--- config.mk ---
export PLATFORM = sky130hd
export DESIGN_NAME = shadow_route_decoder
export DESIGN_NICKNAME = d
export VERILOG_FILES = /design/src/rtl/shadow_dec_pkg.sv /design/src/rtl/shadow_seg_attr.sv /design/src/rtl/shadow_bios_attr.sv /design/src/rtl/shadow_addr_match.sv /design/src/rtl/shadow_route_decoder.sv
export SDC_FILE = /design/constraint.sdc
export NUM_CORES = 1
export LEC_CHECK = 0
export BUFFER_PORTS_ARGS = -buffer_cell sky130_fd_sc_hd__buf_2
export CELL_PAD_IN_SITES_DETAIL_PLACEMENT = 2
export CELL_PAD_IN_SITES_GLOBAL_PLACEMENT = 2
export CORE_MARGIN = 2
export CORE_UTILIZATION = 19
export CTS_CLUSTER_SIZE = 40
export DETAILED_ROUTE_END_ITERATION = 7
export PLACE_DENSITY = 0.81
export SLEW_MARGIN = 20
export SYNTH_ARGS = -nofsm -noshare
export SYNTH_HDL_FRONTEND = slang
export SYNTH_SLANG_ARGS = --single-unit
--- constraint.sdc ---
create_clock -name clk -period 4.59 [get_ports clk]
set_clock_uncertainty 0.05 [all_clocks]
set_input_delay 0.918 -clock clk [delete_from_list [all_inputs] [get_ports clk]]
set_output_delay 0.918 -clock clk [all_outputs]
set_load 0.05 [all_outputs]
--- src/rtl/shadow_dec_pkg.sv ---
package shadow_dec_pkg;
  localparam int unsigned SEG_CNT   = 12;
  localparam int unsigned GRP_SIZE  = 4;
  localparam int unsigned SEG_SHIFT = 14;
  localparam int unsigned IDX_W     = 4;

  localparam logic [IDX_W-1:0] IDX_BIOS = 4'd12;
  localparam logic [IDX_W-1:0] IDX_NONE = 4'd15;

  typedef enum logic {
    RD_BUS  = 1'b0,
    RD_DRAM = 1'b1
  } rd_src_e;

  typedef enum logic [1:0] {
    WR_OFF  = 2'd0,
    WR_DRAM = 2'd1,
    WR_BUS  = 2'd2
  } wr_tgt_e;

  typedef struct packed {
    rd_src_e rd;
    wr_tgt_e wr;
  } route_t;

  typedef struct packed {
    logic             in_area;
    logic [IDX_W-1:0] seg;
    route_t           route;
  } lookup_t;
endpackage

--- src/rtl/shadow_seg_attr.sv ---
module shadow_seg_attr
  import shadow_dec_pkg::*;
#(
  parameter int unsigned NSEG  = SEG_CNT,
  parameter int unsigned GRP   = GRP_SIZE,
  parameter int unsigned HI_LO = 4
) (
  input  logic [7:0] cfg_mode,
  input  logic [7:0] cfg_en_hi,
  input  logic [7:0] cfg_en_lo,
  output route_t     seg_route [NSEG],
  output logic       high_any
);
  localparam int unsigned COPY_BIT = 3;
  localparam int unsigned ROM_OFS  = 4;

  logic [NSEG-1:0] hit_high;

  for (genvar i = 0; i < NSEG; i++) begin : g_seg
    logic en_b, ro_b, rom_b, shadowed;
    if (i < GRP) begin : g_low
      assign en_b = cfg_en_lo[i+4];
    end else begin : g_high
      assign en_b = cfg_en_hi[i-GRP];
    end
    assign ro_b     = cfg_mode[i/GRP];
    assign rom_b    = cfg_mode[i/GRP + ROM_OFS];
    assign shadowed = en_b & rom_b;

    always_comb begin
      if (cfg_mode[COPY_BIT]) begin
        seg_route[i].rd = RD_BUS;
        seg_route[i].wr = WR_DRAM;
      end else if (shadowed) begin
        seg_route[i].rd = RD_DRAM;
        seg_route[i].wr = ro_b ? WR_OFF : WR_DRAM;
      end else begin
        seg_route[i].rd = RD_BUS;
        seg_route[i].wr = WR_OFF;
      end
    end

    if (i >= HI_LO) begin : g_hflag
      assign hit_high[i] = cfg_mode[COPY_BIT] | shadowed;
    end else begin : g_lflag
      assign hit_high[i] = 1'b0;
    end
  end

  assign high_any = |hit_high;
endmodule

--- src/rtl/shadow_bios_attr.sv ---
module shadow_bios_attr
  import shadow_dec_pkg::*;
(
  input  logic [7:0] cfg_mode,
  input  logic [7:0] cfg_en_lo,
  output route_t     bios_route
);
  localparam int unsigned EXT_BIT   = 7;
  localparam int unsigned STEER_BIT = 1;

  always_comb begin
    if (!cfg_mode[EXT_BIT]) begin
      bios_route.rd = RD_DRAM;
      bios_route.wr = WR_OFF;
    end else begin
      bios_route.rd = RD_BUS;
      bios_route.wr = cfg_en_lo[STEER_BIT] ? WR_BUS : WR_DRAM;
    end
  end
endmodule

--- src/rtl/shadow_addr_match.sv ---
module shadow_addr_match
  import shadow_dec_pkg::*;
#(
  parameter int unsigned ADDR_W = 20,
  parameter int unsigned NSEG   = SEG_CNT
) (
  input  logic [ADDR_W-1:0] addr,
  output logic              in_area,
  output logic [IDX_W-1:0]  seg
);
  localparam int unsigned WIN_LSB = 18;
  logic [IDX_W-1:0] raw_idx;

  if (ADDR_W > 20) begin : g_wide
    assign in_area = (addr[ADDR_W-1:20] == '0) && (addr[19:WIN_LSB] == 2'b11);
  end else begin : g_exact
    assign in_area = (addr[19:WIN_LSB] == 2'b11);
  end

  assign raw_idx = addr[SEG_SHIFT +: IDX_W];

  always_comb begin
    if (!in_area)                    seg = IDX_NONE;
    else if (raw_idx >= IDX_W'(NSEG)) seg = IDX_BIOS;
    else                             seg = raw_idx;
  end
endmodule

--- src/rtl/shadow_route_decoder.sv ---
module shadow_route_decoder
  import shadow_dec_pkg::*;
#(
  parameter int unsigned ADDR_W = 20
) (
  input  logic              clk,
  input  logic              rst_n,
  input  logic [7:0]        cfg_mode,
  input  logic [7:0]        cfg_en_hi,
  input  logic [7:0]        cfg_en_lo,
  input  logic              req_valid,
  output logic              req_ready,
  input  logic [ADDR_W-1:0] req_addr,
  output logic              rsp_valid,
  input  logic              rsp_ready,
  output logic              rsp_in_area,
  output logic [3:0]        rsp_seg,
  output logic              rsp_rd_src,
  output logic [1:0]        rsp_wr_tgt,
  output logic              high_shadow
);
  route_t          seg_route [SEG_CNT];
  route_t          bios_route;
  logic            hit_in;
  logic [IDX_W-1:0] hit_seg;
  lookup_t         nxt, cur;
  logic            fire;

  shadow_seg_attr #(.NSEG(SEG_CNT), .GRP(GRP_SIZE), .HI_LO(GRP_SIZE)) u_seg (
    .cfg_mode (cfg_mode),
    .cfg_en_hi(cfg_en_hi),
    .cfg_en_lo(cfg_en_lo),
    .seg_route(seg_route),
    .high_any (high_shadow)
  );

  shadow_bios_attr u_bios (
    .cfg_mode  (cfg_mode),
    .cfg_en_lo (cfg_en_lo),
    .bios_route(bios_route)
  );

  shadow_addr_match #(.ADDR_W(ADDR_W), .NSEG(SEG_CNT)) u_match (
    .addr   (req_addr),
    .in_area(hit_in),
    .seg    (hit_seg)
  );

  always_comb begin
    nxt.in_area = hit_in;
    nxt.seg     = hit_seg;
    if (!hit_in) begin
      nxt.route.rd = RD_BUS;
      nxt.route.wr = WR_BUS;
    end else if (hit_seg == IDX_BIOS) begin
      nxt.route = bios_route;
    end else begin
      nxt.route = seg_route[hit_seg];
    end
  end

  assign req_ready = !rsp_valid || rsp_ready;
  assign fire      = req_valid && req_ready;

  always_ff @(posedge clk) begin
    if (!rst_n) begin
      rsp_valid <= 1'b0;
      cur       <= '0;
    end else if (fire) begin
      rsp_valid <= 1'b1;
      cur       <= nxt;
    end else if (rsp_ready) begin
      rsp_valid <= 1'b0;
    end
  end

  assign rsp_in_area = cur.in_area;
  assign rsp_seg     = cur.seg;
  assign rsp_rd_src  = cur.route.rd;
  assign rsp_wr_tgt  = cur.route.wr;
endmodule

==> flow_summary.yaml <==
routing:
  antenna_left: 0
  wl_met2_mm: 1.26
  wl_met3_um: 169
  vias: 908
  finalWirelength_mm: 2.73
  detail_route.iter0.violations: 8
  drc: 0
  avgRoutedWirePerCell_um: 15.2
  firstDrtPassIters: 3
  wl_met1_mm: 1.25
  maxUsedRoutingLayer: "met4"
  via_per_inst: 5.04
clock_network:
  cts_tree: "done"
  cts-root-buf: "clkbuf_8"
  numCtsBuffers: 3
  cts-htree-levels: 1
  clock_sinks: 9
  clkTransAtPathRegs_ns: 0.05
  clock_latency_ns: 0.24
  hold_buffers: 0
  cts_buffer_depth: 2
  ctsResizeCount: 0
  cts_setup_buffers: 0
sta:
  clock.fmax_mhz: 336
  fin_setup_tns_ns: 0
  relSlewSlack_pct: 75.5
  setup_viol: 0
  fin_crit_sh_pct: 64.8
  hold_violations: 0
  slew_viol_final: 0
  tightest_slew_ns: 0.363
  whs_ns: 0.414
  finalCriticalPeriod_ns: 2.97
  rsz0062_at_grt: "no"
finish:
  fin_util_pct: 26.9
  diodes: 0
  multi_input_area_um2: 480
  area_growth_syn_to_layout_pct: 38.2
  drive_gt1_share_pct: 37.9
  seq_area_um2: 180
  final_common_cell: "buf_2"
  fin_cells: 180
  nets: 181
  n_fill_cell: 474
  layout_common_cells: "buf_2 (41), nand2_1 (14), o21ai_0 (10), a21oi_1 (9), dfxtp_1 (9)"
setup_path:
  cp_slowest_cell: "or4_1"
  worstPathMaxFanout: 4
  crit_arrival_ns: 2.00
  critPathKind: "input port to output pin"
  cp_data_required_time_ns: 3.62
  endpoint_kind: "output pin"
  crit_top_cell: "buf_2"
  critPathLaunchType: "input port"
  slowest_delay_ns: 0.50
  worstPathCellList: "buf_2 -> or4_1 -> a21oi_1 -> nand2_1 -> buf_2"
grt:
  grt_antenna_before_repair: 0
  grt_use_total_pct: 14.2
  grt_overflow: 0
  grt_pass1_vias: 985
  grt_first_pass_wirelength_mm: 4.62
  grt_max_degree: 14
job:
  cap_violations: 0
logic_synthesis:
  synth_nets: 141
  synth_edf_count: 0
  ys_types: 39
  syn_area_um2: 708
  synth_seq_cells: 9
  yosysWarnings: 0
  ys.flop_type: "dfxtp_1"
  avgSynthCellArea_um2: 7.61
  ys_seq_area_share_pct: 25.4
  synthCells: 93
  ys_async_sr_fraction_pct: 0
floorplanning:
  coreArea_mm2: 0.00363
  dieArea_mm2: 0.00423
  start_util_pct: 19.5
  die_x_um: 65.1
  io_pins: 59
  dieHeight_um: 65.1
  rows: 22
placed_design:
  hpwl_mm: 2.27
  place_congestion: 0.721
  dp_cells: 176
  io_buffer_count: 41
power:
  power.density_mw_per_mm2: 265
  p_leak_nw: 0.434
  vdd_ir_drop_max_v: 0.0000589
status:
  status: "finished clean"
min_path:
  hold_path.class: "flop to flop"
-- metal layers --
metal	up-vias	track usage (%)
met2	36	24.0
met4	0	6.25
met1	433	18.3
met3	5	1.39
met5	-	0
li1	434	-
-- report_power, final --
group	leakage, nW	switching, mW	internal, mW
registers	0.0744	0.00234	0.0833
clock network	0.0228	0.0328	0.0606
logic	0.337	0.0533	0.0272
-- state kept, by name (all words and copies together) (netlist names) --
register     flops
rsp_rd_src       1
rsp_seg          4
rsp_valid        1
rsp_in_area      1
rsp_wr_tgt       2
-- stage by stage --
stage	total power, mW	instance area (µm²)	setup slack (ns)
after floorplan	0.138	708	1.76
after global placement	0.164	933	1.64
after detailed placement	0.168	933	1.59
after CTS	0.262	978	1.59
after global routing	0.275	978	1.50
final	0.260	978	1.62
-- final timing paths --
kind	start	endpoint	slack [ns]	cells past startpoint
max	cfg_en_hi[1]	high_shadow	1.62	5
min	rsp_in_area$_SDFFE_PN0P_	rsp_in_area$_SDFFE_PN0P_	0.41	2
max reg2reg	rsp_valid$_SDFFE_PN0P_	rsp_rd_src$_SDFFE_PN0P_	3.03	5
min reg2reg	rsp_in_area$_SDFFE_PN0P_	rsp_in_area$_SDFFE_PN0P_	0.41	2
-- worst max-delay path: cells and delay by family --
family,cells,cell delay (ns)
buffers and inverters,2,0.34
AO/OA/AOI/OAI,1,0.18
AND/OR/NAND/NOR,2,0.57
-- synth_stat cells (all sizes together) (3+ instances only) --
master | number | area share [%]
a21oi | 10 | 7.6
buf | 4 | 4.4
dfxtp | 9 | 25
nand2 | 15 | 9.0
nand2b | 4 | 3.5
nand3 | 3 | 2.1
o21ai | 10 | 7.1
o311a | 3 | 4.4
-- cells by family after synthesis --
group           after synthesis  synth area share (%)
buf+inv                       8                  6.71
flops                         9                  25.4
compound gates               37                  35.5
mux                           1                  1.41
simple gates                 38                  30.9
-- cell type report --
| cell class | count | share of cell area, % |
|---|---|---|
| timing repair buffer | 41 | 21.0 |
| tap | 48 | 6.14 |
| inverter | 2 | 0.767 |
| clock buffer | 4 | 4.60 |
| sequential | 9 | 18.4 |
| multi-input combinational | 76 | 49.1 |
Power figures use the tool's default switching activity.
